### config.mk
export PLATFORM = sky130hd
export DESIGN_NAME = dp_addr_gen
export DESIGN_NICKNAME = d
export VERILOG_FILES = /design/src/rtl/dpag_pkg.sv /design/src/rtl/dpag_page_reg.sv /design/src/rtl/dpag_cost.sv /design/src/rtl/dpag_collector.sv /design/src/rtl/dp_addr_gen.sv
export SDC_FILE = /design/constraint.sdc
export NUM_CORES = 1
export LEC_CHECK = 0
export ABC_AREA = 1
export BUFFER_PORTS_ARGS = -buffer_cell sky130_fd_sc_hd__buf_2
export CAP_MARGIN = 20
export CORE_AREA = 2 2 64 66
export DETAILED_ROUTE_END_ITERATION = 8
export DIE_AREA = 0 0 66 68
export PLACE_DENSITY = 0.77
export SLEW_MARGIN = 5
export SYNTH_ARGS = -nofsm -noshare
export SYNTH_HDL_FRONTEND = slang
export SYNTH_SLANG_ARGS = --single-unit
### constraint.sdc
create_clock -name clk -period 2.3 [get_ports clk]
set_clock_uncertainty 0.05 [all_clocks]
set_input_delay 0.23 -clock clk [delete_from_list [all_inputs] [get_ports clk]]
set_output_delay 0.23 -clock clk [all_outputs]
set_load 0.01 [all_outputs]
### src/rtl/dpag_pkg.sv
package dpag_pkg;

  typedef enum logic {
    MODE_DIRECT = 1'b0,
    MODE_ABS    = 1'b1
  } amode_e;

  typedef enum logic [1:0] {
    ST_IDLE = 2'd0,
    ST_LO   = 2'd1,
    ST_HI   = 2'd2,
    ST_OUT  = 2'd3
  } seq_state_e;

endpackage

### src/rtl/dpag_page_reg.sv
module dpag_page_reg #(
  parameter int PAGE_W     = 8,
  parameter int RESET_PAGE = 0
) (
  input  logic              clk,
  input  logic              rst_n,
  input  logic              load,
  input  logic [PAGE_W-1:0] value,
  output logic [PAGE_W-1:0] page
);

  logic [PAGE_W-1:0] page_q;

  always_ff @(posedge clk) begin
    if (!rst_n)    page_q <= PAGE_W'(RESET_PAGE);
    else if (load) page_q <= value;
  end

  assign page = page_q;

endmodule

### src/rtl/dpag_cost.sv
module dpag_cost
  import dpag_pkg::*;
#(
  parameter int LEN_W   = 2,
  parameter int CYC_W   = 3,
  parameter int DIR_LEN = 2,
  parameter int DIR_CYC = 3,
  parameter int ABS_LEN = 3,
  parameter int ABS_CYC = 4
) (
  input  amode_e           mode,
  output logic [LEN_W-1:0] len,
  output logic [CYC_W-1:0] cycles
);

  always_comb begin
    if (mode == MODE_ABS) begin
      len    = LEN_W'(ABS_LEN);
      cycles = CYC_W'(ABS_CYC);
    end else begin
      len    = LEN_W'(DIR_LEN);
      cycles = CYC_W'(DIR_CYC);
    end
  end

endmodule

### src/rtl/dpag_collector.sv
module dpag_collector
  import dpag_pkg::*;
#(
  parameter int DATA_W = 8,
  localparam int ADDR_W = 2 * DATA_W
) (
  input  logic              clk,
  input  logic              rst_n,
  input  logic              cmd_valid,
  output logic              cmd_ready,
  input  amode_e            cmd_mode,
  input  logic [DATA_W-1:0] page,
  input  logic              opnd_valid,
  output logic              opnd_ready,
  input  logic [DATA_W-1:0] opnd_data,
  output logic              res_valid,
  input  logic              res_ready,
  output amode_e            res_mode,
  output logic [ADDR_W-1:0] res_addr
);

  seq_state_e        state_q;
  amode_e            mode_q;
  logic [DATA_W-1:0] snap_q;
  logic [DATA_W-1:0] lo_q;
  logic [ADDR_W-1:0] addr_q;

  assign cmd_ready  = (state_q == ST_IDLE);
  assign opnd_ready = (state_q == ST_LO) || (state_q == ST_HI);
  assign res_valid  = (state_q == ST_OUT);
  assign res_mode   = mode_q;
  assign res_addr   = addr_q;

  always_ff @(posedge clk) begin
    if (!rst_n) begin
      state_q <= ST_IDLE;
      mode_q  <= MODE_DIRECT;
      snap_q  <= '0;
      lo_q    <= '0;
      addr_q  <= '0;
    end else begin
      unique case (state_q)
        ST_IDLE: if (cmd_valid) begin
          mode_q  <= cmd_mode;
          snap_q  <= page;
          state_q <= ST_LO;
        end
        ST_LO: if (opnd_valid) begin
          if (mode_q == MODE_DIRECT) begin
            addr_q  <= {snap_q, opnd_data};
            state_q <= ST_OUT;
          end else begin
            lo_q    <= opnd_data;
            state_q <= ST_HI;
          end
        end
        ST_HI: if (opnd_valid) begin
          addr_q  <= {opnd_data, lo_q};
          state_q <= ST_OUT;
        end
        ST_OUT: if (res_ready) state_q <= ST_IDLE;
        default: state_q <= ST_IDLE;
      endcase
    end
  end

endmodule

### src/rtl/dp_addr_gen.sv
module dp_addr_gen
  import dpag_pkg::*;
#(
  parameter int DATA_W     = 8,
  parameter int RESET_PAGE = 0,
  parameter int DIR_LEN    = 2,
  parameter int DIR_CYC    = 3,
  parameter int ABS_LEN    = 3,
  parameter int ABS_CYC    = 4,
  localparam int ADDR_W    = 2 * DATA_W,
  localparam int LEN_W     = $clog2(ABS_LEN + 1),
  localparam int CYC_W     = $clog2(ABS_CYC + 1)
) (
  input  logic              clk,
  input  logic              rst_n,
  input  logic              cmd_valid,
  output logic              cmd_ready,
  input  logic              cmd_mode,
  input  logic              opnd_valid,
  output logic              opnd_ready,
  input  logic [DATA_W-1:0] opnd_data,
  input  logic              page_load,
  input  logic [DATA_W-1:0] page_value,
  output logic              ea_valid,
  input  logic              ea_ready,
  output logic [ADDR_W-1:0] ea_addr,
  output logic [LEN_W-1:0]  ea_len,
  output logic [CYC_W-1:0]  ea_cycles
);

  logic [DATA_W-1:0] page_w;
  amode_e            res_mode_w;
  amode_e            cmd_mode_e;

  assign cmd_mode_e = amode_e'(cmd_mode);

  dpag_page_reg #(
    .PAGE_W     (DATA_W),
    .RESET_PAGE (RESET_PAGE)
  ) u_page (
    .clk   (clk),
    .rst_n (rst_n),
    .load  (page_load),
    .value (page_value),
    .page  (page_w)
  );

  dpag_collector #(
    .DATA_W (DATA_W)
  ) u_coll (
    .clk        (clk),
    .rst_n      (rst_n),
    .cmd_valid  (cmd_valid),
    .cmd_ready  (cmd_ready),
    .cmd_mode   (cmd_mode_e),
    .page       (page_w),
    .opnd_valid (opnd_valid),
    .opnd_ready (opnd_ready),
    .opnd_data  (opnd_data),
    .res_valid  (ea_valid),
    .res_ready  (ea_ready),
    .res_mode   (res_mode_w),
    .res_addr   (ea_addr)
  );

  dpag_cost #(
    .LEN_W   (LEN_W),
    .CYC_W   (CYC_W),
    .DIR_LEN (DIR_LEN),
    .DIR_CYC (DIR_CYC),
    .ABS_LEN (ABS_LEN),
    .ABS_CYC (ABS_CYC)
  ) u_cost (
    .mode   (res_mode_w),
    .len    (ea_len),
    .cycles (ea_cycles)
  );

endmodule

==> metrics.log <==
[metrics] violation count after the first detailed-routing iteration: 124
[metrics] aggregate global-route resource usage: 18.8%
[metrics] Slew Limit Fails: 0
[metrics] cell internal power dissipation: 1.65 mW
[metrics] number of resized instances in the post-cts repair step: 0
[metrics] DR WL/cell: 11.4 um
[metrics] Tot Pwr: 2.57 mW
[metrics] max incr delay on CP: 0.53 ns
[metrics] Worst Path Class, Setup: flip-flop to flip-flop
[metrics] shortest clock period the worst path allows after layout: 2.00 ns
[metrics] worst ir drop on vdd: 0.529 mV
[metrics] core region area: 3860 um2
[metrics] std cell rows: 23
[metrics] Post-CTS Setup Repair Bufs: 0
[metrics] maximum number of pins on one net before global-route repair: 28
[metrics] library cell appearing most often on the critical path: nand2_1
[metrics] overall routed net length: 3990 um
[metrics] hold endpoint: u_page.page[4]
[metrics] # setup viols final: 0
[metrics] final design area excluding fillers: 2260 um2
[metrics] Layout Nets: 327
[metrics] flip-flop and latch count after synthesis: 43
[metrics] final RePlAce weighted congestion: 0.849
[metrics] required time reported for the critical path endpoint: 2.43 ns
[metrics] Min Hold Slack: 0.0950 ns
[metrics] share of Yosys cell area claimed by the top area cell type: 44.5%
[metrics] leakage power total: 0.991 nW
[metrics] first-pass iteration count of the detailed router: 4
[metrics] total number of clock tree sinks: 43
[metrics] number of buffers and inverters on the critical path: 1
[metrics] via count of the first global-routing pass: 1,397
[metrics] power dissipated by switching net loads: 0.918 mW
[metrics] Final Hold Viols: 0
[metrics] average cell area after synthesis: 7.44 um2
[metrics] ranking of synthesized cells by instance count: dfxtp_1 (43), nand2_1 (43), o21ai_0 (42)
[metrics] worst slack, placed: 0.312 ns
[metrics] Die ar.: 4490 um2
[metrics] kind of capture point of the worst setup path: flip-flop
[metrics] GRT met2 Usage: 30.9%
[metrics] Root Buffer: clkbuf_8
[metrics] horizontal die dimension: 66 um
[metrics] startpoint of the worst hold path: page_value[4]
[metrics] timing-limited maximum frequency: 0.500 GHz
[metrics] RSZ-0062 raised after global routing: no
[metrics] Synth-to-Final Area Change: 17.1%
[metrics] P per Cell Area: 1130 nW/um2
[metrics] Area after DPL: 2130 um2
[metrics] CTS H-Tree Depth: 2
[metrics] sequential fraction of the synthesis area: 44.5%
[metrics] I/O Pins: 47
[metrics] Top Usage Layer GRT: met2
[metrics] number of inserted diodes: 0
[metrics] clock share of power: 27.1%
[metrics] data arrival time at the worst-slack endpoint: 2.13 ns
[metrics] Max-cap violations: 0
[metrics] setup slack, reg-to-reg: 0.30 ns
[metrics] half-perimeter wire length after placement: 2880 um
[metrics] portion of total power attributed to sequential cells: 38.9%
[metrics] period utilisation layout: 87.0%
[metrics] Mapped Nets: 289
[metrics] placed insts: 341
[metrics] Comb power frac: 34.0%
[metrics] Final WS setup: 0.299 ns
[metrics] number of instances on the worst hold path: 3
[metrics] via count normalized by instance count: 4.89
[metrics] Worst-Margin Slew: 0.563 ns
[metrics] Skew-Pair Late Insertion Delay: 0.30 ns
[metrics] via count: 1,707
[metrics] CTS tree: done
[metrics] number of cells on the worst reg-to-reg path: 7
[metrics] overflow left after global routing: 0
[metrics] endpoint of the worst-slack reg-to-reg timing path: u_coll.res_addr[9]
[metrics] count of non-filler cells in the finished layout: 349
[metrics] total negative slack for setup checks: 0 ns
[metrics] worst relative slew slack: 62.4%
[metrics] effective utilization at floorplan: 50.2%
[metrics] number of antenna violations at the first check in global routing: 0
[metrics] post-synthesis cell type with the largest combined area: dfxtp_1
[metrics] share of the core filled with cells in the final layout: 58.7%
[metrics] number of buffers added by the clock tree synthesis step: 5
[metrics] fraction of synthesis flops using an asynchronous set or reset pin: 0%
[metrics] GR met3 Demand/Resource: 5.10%
[metrics] post-detailed-route count of antenna-violating nets: 0
[metrics] startpoint of the most critical register-to-register path: u_coll.state_q[0]
[metrics] GRT met1 Usage: 24.1%
[metrics] DRC: 0
[metrics] element type at the critical path start: flip-flop
[metrics] Top Family by Delay on Critical Path: adder cells
[metrics] clock transition time at the flip-flop clock pins of the worst setup and hold paths: 0.08 ns
[metrics] cell type of the slowest stage on the worst timing path: ha_1
[metrics] Post-synth EDFFs: 0
[metrics] top_reg_cell synth: dfxtp_1
[metrics] first-pass GRT wire length: 6380 um
[metrics] area of the mapped netlist: 1930 um2
[metrics] dominant cells by area after synthesis: dfxtp_1 (45%), o21ai_0 (11%), a21oi_1 (8.5%)
[metrics] sequence of cells on the critical path: inv_1 > ha_1 > nand2_1 > o21ai_4 > nand2_4 > nand2_1 > a21oi_1
[metrics] hold buffer count at CTS: 0
[metrics] layout cells sized above 1: 20.1%
[metrics] Clock Tree Buf Depth: 2
[metrics] status: complete, no violations
[metrics] Synth Instances: 260
[metrics] overall die height: 68 um
[metrics] yosys warns: 0
[metrics] worst min path class: input port to flip-flop
[metrics] count of port buffers added during placement: 45
[metrics] number of library cell types mapped by synthesis: 21
[metrics] fraction of power spent switching nets: 35.7%
[metrics] Max Fanout on Critical Path: 21
layout by cell type, fill, tap and decap left out, drive strengths merged, types with 5 or more instances in the layout:
cell type / instances
nand2: 44
nand3: 20
nor2: 19
buf: 46
ha: 6
inv: 33
a21oi: 34
clkbuf: 5
dfxtp: 43
o21ai: 44
power by group through the flow:
| stage | Clock (mW) | Combinational, mW | Sequential [mW] |
|---|---|---|---|
| 6_report | 0.697 | 0.872 | 0.999 |
| 5_1_grt | 0.733 | 1.00 | 1.02 |
| 4_1_cts | 0.708 | 0.877 | 1.00 |
| 3_5_place_dp | 0 | 0.874 | 1.02 |
| 3_3_place_gp | 0 | 0.862 | 1.01 |
| 2_1_floorplan | 0 | 0.654 | 1.04 |
area by class of cell:
cell class | count | area [um2]
fillers | 376 | 1590
flip-flops and latches | 43 | 861
multi-input cells | 168 | 845
repair buffers | 46 | 233
inverters | 34 | 128
clock buffers | 5 | 68.8
clock inverters | 3 | 67.6
well taps | 50 | 62.6
tightest hold or removal path, cell delays in order:
cell and delay, ns:
buf_2 0.07, nor2_1 0.03, nor2_1 0.08
metal layers:
layer	wire length, um	vias to the layer above	share of wire (%)
li1	-	911	-
met1	1910	755	48
met2	1850	36	46
met3	176	5	4.4
met4	53	0	1.3
met5	0	-	0
logic make-up (layout without fill, tap and decap cells):
logic type,Yosys count,after routing,share of synthesized area [%]
fa+ha+maj,6,6,3.88
other cells,1,1,0.194
flops,43,43,44.5
buf+inv,49,88,11.8
simple gates,83,83,18.0
compound gates,78,78,21.5
worst max-delay path by stage:
| stage | start | endpoint | slack (ns) | cells after the start |
|---|---|---|---|---|
| 3_3_place_gp | u_coll.state_q[0] | u_coll.res_addr[14] | 0.38 | 7 |
| 2_1_floorplan | u_coll.state_q[0] | u_coll.res_addr[14] | 0.72 | 7 |
| 4_1_cts | u_coll.state_q[0] | u_coll.res_addr[1] | 0.32 | 7 |
| 6_report | u_coll.state_q[0] | u_coll.res_addr[9] | 0.30 | 7 |
| 3_5_place_dp | u_coll.state_q[0] | u_coll.res_addr[10] | 0.31 | 7 |
| 5_1_grt | u_coll.state_q[0] | u_coll.res_addr[5] | 0.12 | 7 |
state kept, by name, indices dropped and copies added, names as in the netlist:
register / count
u_coll.state_q: 2
u_page.page: 8
u_coll.res_mode: 1
u_coll.res_addr: 16
u_coll.snap_q: 8
u_coll.lo_q: 8
(Power assumes the default switching activity.)
